File: src/rtl/gpio_bank_pkg.sv
package gpio_bank_pkg;

  // Register addresses that neighbouring software depends on.
  localparam int unsigned GPIO_DIR_BASE = 5;
  localparam int unsigned GPIO_VAL_BASE = 9;
  localparam int unsigned GPIO_OVR_ADDR = 14;

  // What kind of register an address selects.
  typedef enum logic [1:0] {
    ACC_NONE = 2'd0,
    ACC_DIR  = 2'd1,
    ACC_VAL  = 2'd2,
    ACC_OVR  = 2'd3
  } acc_kind_e;

endpackage

File: src/rtl/gpio_addr_decode.sv
module gpio_addr_decode
  import gpio_bank_pkg::*;
#(
  parameter int unsigned NUM_BANKS = 4,
  parameter int unsigned ADDR_W    = 8,
  parameter int unsigned DIR_BASE  = GPIO_DIR_BASE,
  parameter int unsigned VAL_BASE  = GPIO_VAL_BASE,
  parameter int unsigned OVR_ADDR  = GPIO_OVR_ADDR,
  localparam int unsigned IDX_W    = (NUM_BANKS > 1) ? $clog2(NUM_BANKS) : 1
) (
  input  logic [ADDR_W-1:0] addr,
  output acc_kind_e         kind,
  output logic [IDX_W-1:0]  bank
);

  always_comb begin
    kind = ACC_NONE;
    bank = '0;
    for (int b = 0; b < NUM_BANKS; b++) begin
      if (addr == ADDR_W'(DIR_BASE + b)) begin
        kind = ACC_DIR;
        bank = IDX_W'(b);
      end
      if (addr == ADDR_W'(VAL_BASE + b)) begin
        kind = ACC_VAL;
        bank = IDX_W'(b);
      end
    end
    if (addr == ADDR_W'(OVR_ADDR)) begin
      kind = ACC_OVR;
    end
  end

endmodule

File: src/rtl/gpio_bank_regs.sv
module gpio_bank_regs #(
  parameter int unsigned BANK_W = 16
) (
  input  logic              clk,
  input  logic              rst_n,
  input  logic              dir_we,
  input  logic              val_we,
  input  logic [BANK_W-1:0] wmask,
  input  logic [BANK_W-1:0] wbits,
  output logic [BANK_W-1:0] dir_q,
  output logic [BANK_W-1:0] val_q
);

  logic [BANK_W-1:0] dir_next;
  logic [BANK_W-1:0] val_next;

  // Masked merge: masked bits take the new value, others keep theirs.
  always_comb begin
    dir_next = (dir_q & ~wmask) | (wbits & wmask);
    val_next = (val_q & ~wmask) | (wbits & wmask);
  end

  always_ff @(posedge clk or negedge rst_n) begin
    if (!rst_n) begin
      dir_q <= '0;
      val_q <= '0;
    end else begin
      if (dir_we) dir_q <= dir_next;
      if (val_we) val_q <= val_next;
    end
  end

endmodule

File: src/rtl/gpio_pin_mux.sv
module gpio_pin_mux #(
  parameter int unsigned BANK_W = 16
) (
  input  logic              ovr_sel,
  input  logic [BANK_W-1:0] sw_out,
  input  logic [BANK_W-1:0] sw_oe,
  input  logic [BANK_W-1:0] ovr_out,
  input  logic [BANK_W-1:0] ovr_oe,
  output logic [BANK_W-1:0] pin_out,
  output logic [BANK_W-1:0] pin_oe
);

  always_comb begin
    if (ovr_sel) begin
      pin_out = ovr_out;
      pin_oe  = ovr_oe;
    end else begin
      pin_out = sw_out;
      pin_oe  = sw_oe;
    end
  end

endmodule

File: src/rtl/gpio_read_port.sv
module gpio_read_port #(
  parameter int unsigned NUM_BANKS = 4,
  parameter int unsigned BANK_W    = 16,
  localparam int unsigned IDX_W    = (NUM_BANKS > 1) ? $clog2(NUM_BANKS) : 1,
  localparam int unsigned PINS     = NUM_BANKS * BANK_W
) (
  input  logic              clk,
  input  logic              rst_n,
  input  logic              rd_en,
  input  logic              rd_hit,
  input  logic [IDX_W-1:0]  rd_bank,
  input  logic [PINS-1:0]   pad_in,
  output logic [2*BANK_W-1:0] rd_data
);

  logic [BANK_W-1:0] bank_lvl;

  always_comb begin
    bank_lvl = '0;
    for (int b = 0; b < NUM_BANKS; b++) begin
      if (rd_bank == IDX_W'(b)) bank_lvl = pad_in[b*BANK_W +: BANK_W];
    end
  end

  always_ff @(posedge clk or negedge rst_n) begin
    if (!rst_n) begin
      rd_data <= '0;
    end else if (rd_en) begin
      rd_data <= rd_hit ? {{BANK_W{1'b0}}, bank_lvl} : '0;
    end
  end

endmodule

File: src/rtl/gpio_bank_ctrl.sv
module gpio_bank_ctrl
  import gpio_bank_pkg::*;
#(
  parameter int unsigned NUM_BANKS = 4,
  parameter int unsigned BANK_W    = 16,
  parameter int unsigned ADDR_W    = 8,
  parameter int unsigned DIR_BASE  = GPIO_DIR_BASE,
  parameter int unsigned VAL_BASE  = GPIO_VAL_BASE,
  parameter int unsigned OVR_ADDR  = GPIO_OVR_ADDR,
  localparam int unsigned IDX_W    = (NUM_BANKS > 1) ? $clog2(NUM_BANKS) : 1,
  localparam int unsigned PINS     = NUM_BANKS * BANK_W,
  localparam int unsigned DATA_W   = 2 * BANK_W
) (
  input  logic              clk,
  input  logic              rst_n,
  input  logic              wr_en,
  input  logic [ADDR_W-1:0] wr_addr,
  input  logic [DATA_W-1:0] wr_data,
  input  logic              rd_en,
  input  logic [ADDR_W-1:0] rd_addr,
  output logic [DATA_W-1:0] rd_data,
  input  logic [PINS-1:0]   pad_in,
  output logic [PINS-1:0]   pad_out,
  output logic [PINS-1:0]   pad_oe,
  input  logic [PINS-1:0]   dbg_out,
  input  logic [PINS-1:0]   dbg_oe
);

  acc_kind_e             wkind;
  acc_kind_e             rkind;
  logic [IDX_W-1:0]      wbank;
  logic [IDX_W-1:0]      rbank;
  logic [NUM_BANKS-1:0]  ovr_en_q;
  logic [BANK_W-1:0]     wmask;
  logic [BANK_W-1:0]     wbits;
  logic [NUM_BANKS-1:0][BANK_W-1:0] sw_dir;
  logic [NUM_BANKS-1:0][BANK_W-1:0] sw_val;

  assign wmask = wr_data[DATA_W-1:BANK_W];
  assign wbits = wr_data[BANK_W-1:0];

  gpio_addr_decode #(
    .NUM_BANKS (NUM_BANKS),
    .ADDR_W    (ADDR_W),
    .DIR_BASE  (DIR_BASE),
    .VAL_BASE  (VAL_BASE),
    .OVR_ADDR  (OVR_ADDR)
  ) u_wdec (
    .addr (wr_addr),
    .kind (wkind),
    .bank (wbank)
  );

  gpio_addr_decode #(
    .NUM_BANKS (NUM_BANKS),
    .ADDR_W    (ADDR_W),
    .DIR_BASE  (DIR_BASE),
    .VAL_BASE  (VAL_BASE),
    .OVR_ADDR  (OVR_ADDR)
  ) u_rdec (
    .addr (rd_addr),
    .kind (rkind),
    .bank (rbank)
  );

  // Override enables: plain load of the low bits, no mask.
  always_ff @(posedge clk or negedge rst_n) begin
    if (!rst_n) begin
      ovr_en_q <= '0;
    end else if (wr_en && wkind == ACC_OVR) begin
      ovr_en_q <= wr_data[NUM_BANKS-1:0];
    end
  end

  for (genvar b = 0; b < NUM_BANKS; b++) begin : g_bank
    logic bank_sel;
    assign bank_sel = wr_en && (wbank == IDX_W'(b));

    gpio_bank_regs #(
      .BANK_W (BANK_W)
    ) u_regs (
      .clk    (clk),
      .rst_n  (rst_n),
      .dir_we (bank_sel && wkind == ACC_DIR),
      .val_we (bank_sel && wkind == ACC_VAL),
      .wmask  (wmask),
      .wbits  (wbits),
      .dir_q  (sw_dir[b]),
      .val_q  (sw_val[b])
    );

    gpio_pin_mux #(
      .BANK_W (BANK_W)
    ) u_mux (
      .ovr_sel (ovr_en_q[b]),
      .sw_out  (sw_val[b]),
      .sw_oe   (sw_dir[b]),
      .ovr_out (dbg_out[b*BANK_W +: BANK_W]),
      .ovr_oe  (dbg_oe[b*BANK_W +: BANK_W]),
      .pin_out (pad_out[b*BANK_W +: BANK_W]),
      .pin_oe  (pad_oe[b*BANK_W +: BANK_W])
    );
  end

  gpio_read_port #(
    .NUM_BANKS (NUM_BANKS),
    .BANK_W    (BANK_W)
  ) u_rd (
    .clk     (clk),
    .rst_n   (rst_n),
    .rd_en   (rd_en),
    .rd_hit  (rkind == ACC_VAL),
    .rd_bank (rbank),
    .pad_in  (pad_in),
    .rd_data (rd_data)
  );

endmodule

File: config.mk
export PLATFORM = sky130hd
export DESIGN_NAME = gpio_bank_ctrl
export DESIGN_NICKNAME = d
export VERILOG_FILES = /design/src/rtl/gpio_bank_pkg.sv /design/src/rtl/gpio_addr_decode.sv /design/src/rtl/gpio_bank_regs.sv /design/src/rtl/gpio_pin_mux.sv /design/src/rtl/gpio_read_port.sv /design/src/rtl/gpio_bank_ctrl.sv
export SDC_FILE = /design/constraint.sdc
export NUM_CORES = 1
export LEC_CHECK = 0
export BUFFER_PORTS_ARGS = -buffer_cell sky130_fd_sc_hd__buf_4
export CAP_MARGIN = 20
export CORE_AREA = 2 2 156 158
export DETAILED_ROUTE_END_ITERATION = 6
export DIE_AREA = 0 0 158 160
export HOLD_SLACK_MARGIN = 0.06
export PLACE_DENSITY = 0.67
export SYNTH_ARGS = -nofsm -noshare
export SYNTH_HDL_FRONTEND = slang
export SYNTH_SLANG_ARGS = --single-unit
File: constraint.sdc
create_clock -name clk -period 1.5 [get_ports clk]
set_input_delay 0.225 -clock clk [delete_from_list [all_inputs] [get_ports clk]]
set_output_delay 0.225 -clock clk [all_outputs]
set_load 0.01 [all_outputs]
# Word-level counts from Yosys, hierarchy flattened
# Index checks and enable logic that the tools add are counted.
# totals
inputBits,244
out_inout_bits,160
word_cells,114
reg_bits,164
# classes
n_reduce_logical,15
mux,43
eq_ne,28
n_bitwise,18
# op_table
cell,count
16-bit two-way mux,13
16-bit bitwise AND,9
16-bit OR,8
8-bit by 4-bit == test with 1-bit output (second input constant),12
8-bit by 3-bit == test with 1-bit output (second input constant),6
2-bit two-way mux,24
16-bit NOT,1
2-bit == test (second input constant),7
1-bit logical AND,13
2-bit by 1-bit == test with 1-bit output (second input constant),3
1-bit two-way mux,6
2-bit logical NOT,2

# Longest topological paths before layout
# Gate-level depths: netlist (run 1).
# logic_depth
depth_word,13
depth_mapped,7
depth_no_buf,4

# Hierarchy
# From an unflattened synthesis (run 1), not the netlist that was laid out.
# unflattened
hier_cells,704
area_unflattened_um2,9355.2
# modules_own_cells
module,seq_area_each_um2,cells_per_inst,instances,area_per_inst_um2
gpio_bank_regs,800.8,100,4,1381.3
gpio_pin_mux,0.0,36,4,544.3
gpio_read_port,400.4,107,1,1224.9
gpio_bank_ctrl,100.1,23,1,225.2
gpio_addr_decode,0.0,15,2,101.3

# Least setup slack after synthesis (run 1)
# OpenSTA, ideal clock, no wires.
# synth_timing
path_kind,input to register
startpoint,input wr_addr[5]
endpoint,register with a tool-made name
n_path_buf,1
t_required_ns,1.373
arrival_ns,1.737
path_stages,5
setup_ns,0.127
slack_ns,-0.364
cell_sequence,or4_4 nor4_4 buf_6 nand2_1 mux2_1
# synth_lines
element,line,source
"start, declared",gpio_bank_ctrl.sv:17,"input logic [ADDR_W-1:0] wr_addr,"

# Worst setup path after layout (run 1)
# layout_timing
startpoint,register ovr_en_q[0]
endpoint,output pad_out[9]
# layout_via
elab_chain_cells,1
# layout_rtl
element,line,source
"start, declared",gpio_bank_ctrl.sv:33,logic [NUM_BANKS-1:0] ovr_en_q;
"start signal, assigned",gpio_bank_ctrl.sv:71,ovr_en_q <= wr_data[NUM_BANKS-1:0];
16-bit two-way mux,gpio_pin_mux.sv:14,if (ovr_sel) begin
"end, declared",gpio_bank_ctrl.sv:23,"output logic [PINS-1:0] pad_out,"
# Every way passes these cells.

==> results.yml, run 1 <==
critical_path:
  slowest_stage: "dfrtp_2"
  r2r_start: "ovr_en_q[1]"
  path_cells: "buf_12 -> mux2_2 -> buf_4"
  rrSetupSlack_ns: 0.50
  cp_num_buf_inv: 2
  cpPeakStageDelay_ns: 0.39
  worst_ep_arrival_time_ns: 1.56
  critPathKind: "flip-flop to output port"
  end_kind: "output port"
  crit_path_max_fanout: 23
  cpLargestDelayFamily: "flip-flops"
  cp.required_ns: 1.27
  crit_start: "ovr_en_q[0]"
  start_kind: "flip-flop"
pwr:
  peakVddDrop_mv: 0.575
  cellPowerDensity_nw_per_um2: 735
  power_mw: 10.2
  leakagePower_nw: 6.84
cts:
  cts-htree-levels: 4
  cts_root_buf: "clkbuf_16"
  cts.sinks: 148
  cts_tree: "built"
  clockBufferDepth: 2
  clk_pin_slew_ns: 0.06
  cts_buffers: 17
  clk_latency_ns: 0.42
die:
  initial_core_util_pct: 35.1
  num_rows: 57
  fp.coreArea_um2: 23800
  die_y_um: 160
  die_w_um: 158
  dieArea_um2: 25300
  ios: 404
logic_synthesis:
  synthMuxAreaShare_pct: 35.0
  synth.distinct_cells: 39
  ys_seq_elements: 148
  synth_warnings: 0
  synth_compound_area_share_pct: 4.44
  synth-adder-area-share_pct: 0
  synth_simple_gate_area_share_pct: 12.6
  yosysSeqAreaShare_pct: 44.3
  synth_xor_area_share_pct: 0.105
  synthCells: 740
  syn_area_um2: 8370
  synth_top_family_by_area: "multiplexers"
  synth_area_per_cell_um2: 11.3
drt:
  wl_um: 29900
  drt_first_pass_iters: 4
  antenna_left: 0
  wl_per_cell_um: 19.9
  drt_first_iter_violations: 392
  viasPerCell: 4.97
  drc: 0
  vias: 7469
global_route:
  grt_pass1_vias: 7654
  grt_pass1_wl_um: 43600
  antenna_found_initial: 1
  grt_max_degree: 76
  grt-ovfl-total: 0
  grt.total_usage_pct: 22.7
timing:
  setup_ws_ns: -0.285
  slew_violations: 0
  min_period_ns: 1.79
  clock_skew_ns: 0
  worst_hold_slack_ns: 0.0889
  hold_viol_final: 0
  fin_crit_sh_pct: 119
  fmax_ghz: 0.560
  setup_viol_count_final: 163
  rsz0062_at_grt: "true"
cells_and_area:
  layout_commonest_cell: "buf_4"
  fin_cells: 1504
  drive_gt1_share_pct: 67.1
  syn2layout_area_growth_pct: 66.4
  multi_input_area_um2: 5400
  layout_common_cells: "buf_4 (345), dfrtp_1 (144), mux2_4 (139)"
  fin_nets: 1411
  num-fill-cells: 2020
  ff_latch_area_um2: 3710
  stdcell_area_um2: 13900
placement:
  placed_area_um2: 12400
  dp_hpwl_um: 22400
  dp.cells: 1466
  io_buffers: 387
  place_congestion: 0.843
hold_path:
  hold_class: "input pin to flip-flop"
  hp-start: "wr_data[7]"
outcome:
  violations: "negative setup slack"
  status: "complete, but fails checks"
job:
  maxCapViolations: 0
-- Yosys cell counts --
| cell | count | area share, % |
|---|---|---|
| a211o_1 | 1 | 0.10 |
| nor2_1 | 83 | 3.7 |
| o41ai_1 | 15 | 1.6 |
| nand4b_1 | 2 | 0.21 |
| nand4_1 | 3 | 0.22 |
| or2b_1 | 1 | 0.090 |
| conb_1 | 1 | 0.045 |
| mux2_2 | 195 | 26 |
| or2_2 | 1 | 0.075 |
| o221ai_1 | 1 | 0.10 |
| buf_4 | 16 | 1.4 |
| o21a_1 | 1 | 0.090 |
| o211ai_1 | 1 | 0.090 |
| buf_1 | 2 | 0.090 |
| a21oi_1 | 15 | 0.90 |
| nor3_1 | 1 | 0.060 |
| or4_4 | 1 | 0.13 |
| mux2_1 | 65 | 8.7 |
| inv_1 | 2 | 0.090 |
| o32ai_1 | 1 | 0.10 |
| nor3b_1 | 1 | 0.090 |
| nand2_1 | 83 | 3.7 |
| nand2b_1 | 15 | 1.1 |
| and4_1 | 1 | 0.10 |
| and2_1 | 1 | 0.075 |
| nor2b_1 | 18 | 1.3 |
| or2b_2 | 1 | 0.10 |
| nor4_2 | 2 | 0.30 |
| nand2b_2 | 1 | 0.10 |
| and3_1 | 1 | 0.075 |
| o2111a_1 | 1 | 0.13 |
| xor2_1 | 1 | 0.10 |
| clkbuf_1 | 31 | 1.4 |
| a211oi_1 | 15 | 1.3 |
| dfrtp_1 | 148 | 44 |
| nor4_4 | 3 | 0.76 |
| buf_6 | 4 | 0.54 |
| nand3_1 | 4 | 0.24 |
| buf_2 | 1 | 0.060 |
-- layer usage --
layer,routed length (um),GRT usage (%)
met1,12300,28.0
met2,15300,39.7
met3,1860,4.97
met4,498,6.63
met5,0,0
-- final timing paths --
check	end	cells past startpoint
max reg2reg	ovr_en_q[1]	2
max in group asynchronous	u_rd.rd_data[1]	3
max	pad_out[9]	3
min	flip-flop	2
min in group asynchronous	asynchronous set/reset pin	2
min reg2reg	u_rd.rd_data[11]	2
-- timing repair --
| action | in CTS | in global routing |
|---|---|---|
| buffers inserted | 1 | 4 |
| resized for setup | 123 | 138 |
| endpoints found under the hold margin | 148 | 0 |
| hold buffers | 1 | 0 |
| gates cloned | 0 | 1 |
| pin swaps | 13 | 21 |
| setup endpoints to repair | 159 | 185 |
-- per-stage QoR --
stage	utilization, %	worst slack, ns	TNS [ns]
3_5_place_dp	51.9	-0.483	-54.39
3_3_place_gp	51.9	-0.437	-50.34
2_1_floorplan	-	-0.318	-16.08
6_report	58.4	-0.285	-29.88
5_1_grt	58.4	-0.317	-36.32
4_1_cts	56.1	-0.290	-32.78
-- logic make-up after synthesis --
family,count (synthesis)
other cells,1
mux,260
xor+xnor,1
simple gates,223
buf+inv,56
flops,148
compound gates,51
-- report_power, final --
part | internal (mW) | switching (mW) | leakage [nW]
Combinational | 1.17 | 0.856 | 4.53
Sequential | 4.09 | 0.0752 | 2.05
Clock | 2.16 | 1.87 | 0.260
Total | 7.43 | 2.80 | 6.84
-- layout make-up --
type	count	share of cell area, %
diodes	1	0.0180
clock buffers	17	3.06
clock inverters	14	0.881
inverters	2	0.0539
multi-input cells	551	38.8
flip-flops and latches	148	26.6
well taps	324	2.91
repair buffers	447	27.6
No activity file was read; power rests on OpenSTA's default activity.
==> inputs of run 2 (changes only) <==
Settings changed: SKIP_CTS_REPAIR_TIMING set to 1.
==> results.yml, run 2 (synthesized netlist as in run 1, its figures left out) <==
outcome:
  status: "complete, but fails checks"
  violations: "negative setup slack"
drt:
  met3WireLength_um: 2200
  wl_met1_um: 12000
  wl_met2_um: 15400
  drt_first_iter_violations: 394
  vias: 7456
  topRoutingLayerUsed: "met4"
  drt_first_pass_iters: 4
  wl_um: 29900
  wl_per_cell_um: 19.9
  viasPerCell: 4.95
  drc: 0
  antenna_left: 0
cts:
  clk_latency_ns: 0.42
  cts_root_buf: "clkbuf_16"
  cts_buffers: 17
  cts.sinks: 148
  clk_pin_slew_ns: 0.07
  clockBufferDepth: 2
  cts_tree: "built"
  cts-htree-levels: 4
timing:
  fin_crit_sh_pct: 119
  slew_violations: 0
  hold_viol_final: 0
  tns_ns: -32.67
  clock_skew_ns: 0
  fmax_ghz: 0.561
  setup_viol_count_final: 186
  min_period_ns: 1.78
  setup_ws_ns: -0.282
  rsz0062_at_grt: "true"
critical_path:
  r2r_start: "ovr_en_q[0]"
  start_kind: "flip-flop"
  cp.required_ns: 1.27
  slowest_stage: "dfrtp_2"
  worst_ep_arrival_time_ns: 1.56
  cpPeakStageDelay_ns: 0.38
  critPathKind: "flip-flop to output port"
  cp.depth: 3
  cpLargestDelayFamily: "flip-flops"
  ff2ff_path_depth: 2
  cp_num_buf_inv: 2
  rrSetupSlack_ns: 0.49
  end_kind: "output port"
  crit_path_max_fanout: 23
  r2r-end: "ovr_en_q[0]"
  path_cells: "buf_12 -> mux2_2 -> buf_4"
die:
  fp.coreArea_um2: 23800
  ios: 404
  num_rows: 57
  die_y_um: 160
  initial_core_util_pct: 35.1
  dieArea_um2: 25300
  die_w_um: 158
global_route:
  grt-ovfl-total: 0
  grt_max_degree: 76
  grt_pass1_wl_um: 42800
  grt.total_usage_pct: 22.3
  antenna_found_initial: 0
  grt_pass1_vias: 7562
hold_path:
  holdPathStages: 2
  hp-start: "wr_data[4]"
  hold_class: "input pin to flip-flop"
pwr:
  cellPowerDensity_nw_per_um2: 733
  leakagePower_nw: 6.92
  peakVddDrop_mv: 0.621
job:
  maxCapViolations: 0
cells_and_area:
  antenna_cells: 0
  num-fill-cells: 2030
  fin_nets: 1413
  layout_commonest_cell: "buf_4"
  layout_common_cells: "buf_4 (368), dfrtp_1 (144), mux2_4 (122)"
  drive_gt1_share_pct: 69.0
  syn2layout_area_growth_pct: 65.8
placement:
  io_buffers: 387
  dpl_worst_slack_ns: -0.483
  dp_hpwl_um: 22400
  place_congestion: 0.843
[run 2: cell count changes in the layout (fill, tap and decap cells not counted), moves of 2 or more]
cell	previous run	this run
buf_4	345	368
buf_6	88	66
mux2_1	33	23
mux2_2	88	115
mux2_4	139	122
nand2_1	58	47
nand2_2	16	18
nand2_4	9	18
nor2_2	5	8
nor2_4	42	40
[run 2: final cells by class]
| cell class | instances | area [um^2] | share of cell area [%] |
|---|---|---|---|
| multi-input cells | 551 | 5410 | 39.0 |
| repair buffers | 449 | 3800 | 27.4 |
| flip-flops and latches | 148 | 3710 | 26.7 |
| clock buffers | 17 | 425 | 3.07 |
| well taps | 324 | 405 | 2.92 |
| clock inverters | 14 | 123 | 0.884 |
| inverters | 2 | 7.51 | 0.0541 |
[run 2: worst max-delay path by stage]
| stage | startpoint | end |
|---|---|---|
| after floorplan | wr_addr[5] | flip-flop |
| after global placement | wr_addr[4] | flip-flop |
| after detailed placement | wr_addr[5] | flip-flop |
| after CTS | ovr_en_q[0] | pad_oe[13] |
| after global routing | ovr_en_q[3] | pad_oe[56] |
| final | ovr_en_q[0] | pad_oe[14] |
[run 2: metrics by stage]
| step | power (mW) | instances | hold WS, ns | util [%] | area (um^2) |
|---|---|---|---|---|---|
| after floorplan | 4.91 | 755 | -0.0706 | - | 8860 |
| after global routing | 10.6 | 1505 | 0.0878 | 58.3 | 13900 |
| after detailed placement | 6.05 | 1466 | 0.0426 | 51.9 | 12400 |
| final | 10.2 | 1505 | 0.0863 | 58.3 | 13900 |
| after CTS | 10.1 | 1497 | -0.418 | 54.2 | 12900 |
| after global placement | 6.03 | 1466 | 0.0425 | 51.9 | 12400 |
[run 2: where the power goes]
group / switching, mW / leakage, nW / internal (mW)
Sequential: 0.0739 / 2.05 / 4.09
Combinational: 0.847 / 4.61 / 1.14
Clock: 1.86 / 0.260 / 2.16
[run 2: worst reg2reg max path, stage by stage, from the launching register on]
cell,delay (ns)
dfrtp_2,0.42
buf_4,0.20
mux2_2,0.28
[run 2: routing by layer]
metal / up-vias / GRT usage (%)
met5: - / 0
met3: 23 / 5.24
met4: 0 / 5.77
met1: 3701 / 27.4
li1: 3454 / -
met2: 278 / 39.2
==> inputs of run 3 (changes only) <==
Settings changed: CORE_AREA 2 2 156 158 to 2 2 158 160, DIE_AREA 0 0 158 160 to 0 0 160 162, PLACE_DENSITY 0.67 to unset.
Clock period 1.5 ns to 1.65 ns, I/O delays scaled along.
==> results.yml, run 3 (synthesized netlist as in run 1, its figures left out) <==
drt:
  antenna_left: 0
  wl_per_cell_um: 20.2
  drt_first_iter_violations: 385
  wl_um: 30200
  vias: 7311
  drc: 0
  drt_first_pass_iters: 6
  viasPerCell: 4.88
global_route:
  grt_pass1_vias: 7557
  grt_pass1_wl_um: 44700
  antenna_found_initial: 0
  grt.total_usage_pct: 22.6
  grt_max_degree: 42
  grt-ovfl-total: 0
placement:
  dp_hpwl_um: 23100
  io_buffers: 387
  dpl_worst_slack_ns: -0.354
  place_congestion: 0.805
timing:
  worst_hold_slack_ns: 0.0975
  setup_viol_count_final: 128
  hold_viol_final: 0
  fmax_ghz: 0.559
  fin_crit_sh_pct: 109
  slew_violations: 0
  rsz0062_at_grt: "true"
  tns_ns: -12.19
  setup_ws_ns: -0.140
  clock_skew_ns: 0
  min_period_ns: 1.79
pwr:
  leakagePower_nw: 6.64
  cellPowerDensity_nw_per_um2: 727
  peakVddDrop_mv: 0.489
  power_mw: 9.60
critical_path:
  critPathKind: "flip-flop to output port"
  start_kind: "flip-flop"
  crit_path_max_fanout: 19
  worst_ep_arrival_time_ns: 1.54
  end_kind: "output port"
  cp.required_ns: 1.40
cts:
  cts-htree-levels: 4
  clk_pin_slew_ns: 0.07
  cts_root_buf: "clkbuf_16"
  clockBufferDepth: 2
  cts_tree: "built"
  cts_buffers: 17
  clk_latency_ns: 0.42
  cts.sinks: 148
die:
  dieArea_um2: 25900
  initial_core_util_pct: 34.7
  num_rows: 57
  die_w_um: 160
  die_y_um: 162
  fp.coreArea_um2: 24100
  ios: 404
cells_and_area:
  antenna_cells: 0
  layout_common_cells: "buf_4 (357), dfrtp_1 (144), mux2_2 (128)"
  drive_gt1_share_pct: 59.3
  layout_commonest_cell: "buf_4"
  utilization_pct: 54.8
  syn2layout_area_growth_pct: 57.8
  fin_nets: 1404
hold_path:
  hold_class: "input pin to flip-flop"
job:
  maxCapViolations: 0
outcome:
  status: "complete, but fails checks"
  violations: "negative setup slack"
-- run 3: final cells by class --
class                           count  area [um^2]
Timing Repair Buffer              440         3740
Inverter                            2         7.51
Clock inverter                     13          166
Sequential cell                   148         3710
Multi-Input combinational cell    551         4740
Clock buffer                       19          443
Tap cell                          324          405
Fill cell                        2180        10900
-- run 3: final timing paths --
check,startpoint,cells after the start,slack (ns),to
max,ovr_en_q[2],3,-0.14,pad_oe[43]
min,wr_data[4],2,0.1,flip-flop
max reg2reg,ovr_en_q[3],2,0.65,ovr_en_q[3]
min reg2reg,flip-flop,1,0.49,flip-flop
max in group asynchronous,rst_n,3,0.75,ovr_en_q[2]
min in group asynchronous,rst_n,2,0.30,asynchronous set/reset pin
-- run 3: critical path, stage by stage (launching register included) --
cell and delay, ns:
dfrtp_2 0.40, buf_12 0.20, mux2_2 0.36, buf_4 0.15
-- run 3: power breakdown --
group	internal, mW	total (mW)	switching (mW)	leakage, nW
combinational	1.03	1.76	0.727	4.30
clock	2.33	4.06	1.73	0.292
sequential	3.72	3.79	0.0683	2.05
total	7.08	9.60	2.52	6.64
-- run 3: layer usage --
| metal | global-route usage, % | part of all wire (%) | vias up |
|---|---|---|---|
| li1 | - | - | 3440 |
| met1 | 29.2 | 42 | 3603 |
| met2 | 38.9 | 50 | 239 |
| met3 | 4.34 | 5.3 | 29 |
| met4 | 6.43 | 1.9 | 0 |
| met5 | 0 | 0 | - |
-- run 3: through the flow --
| stage | std cells | instance area [um^2] |
|---|---|---|
| finish | 1497 | 13200 |
| global route | 1497 | 13200 |
| CTS | 1496 | 12700 |
| detailed placement | 1464 | 12100 |
| global placement | 1464 | 12100 |
| floorplan | 755 | 8490 |
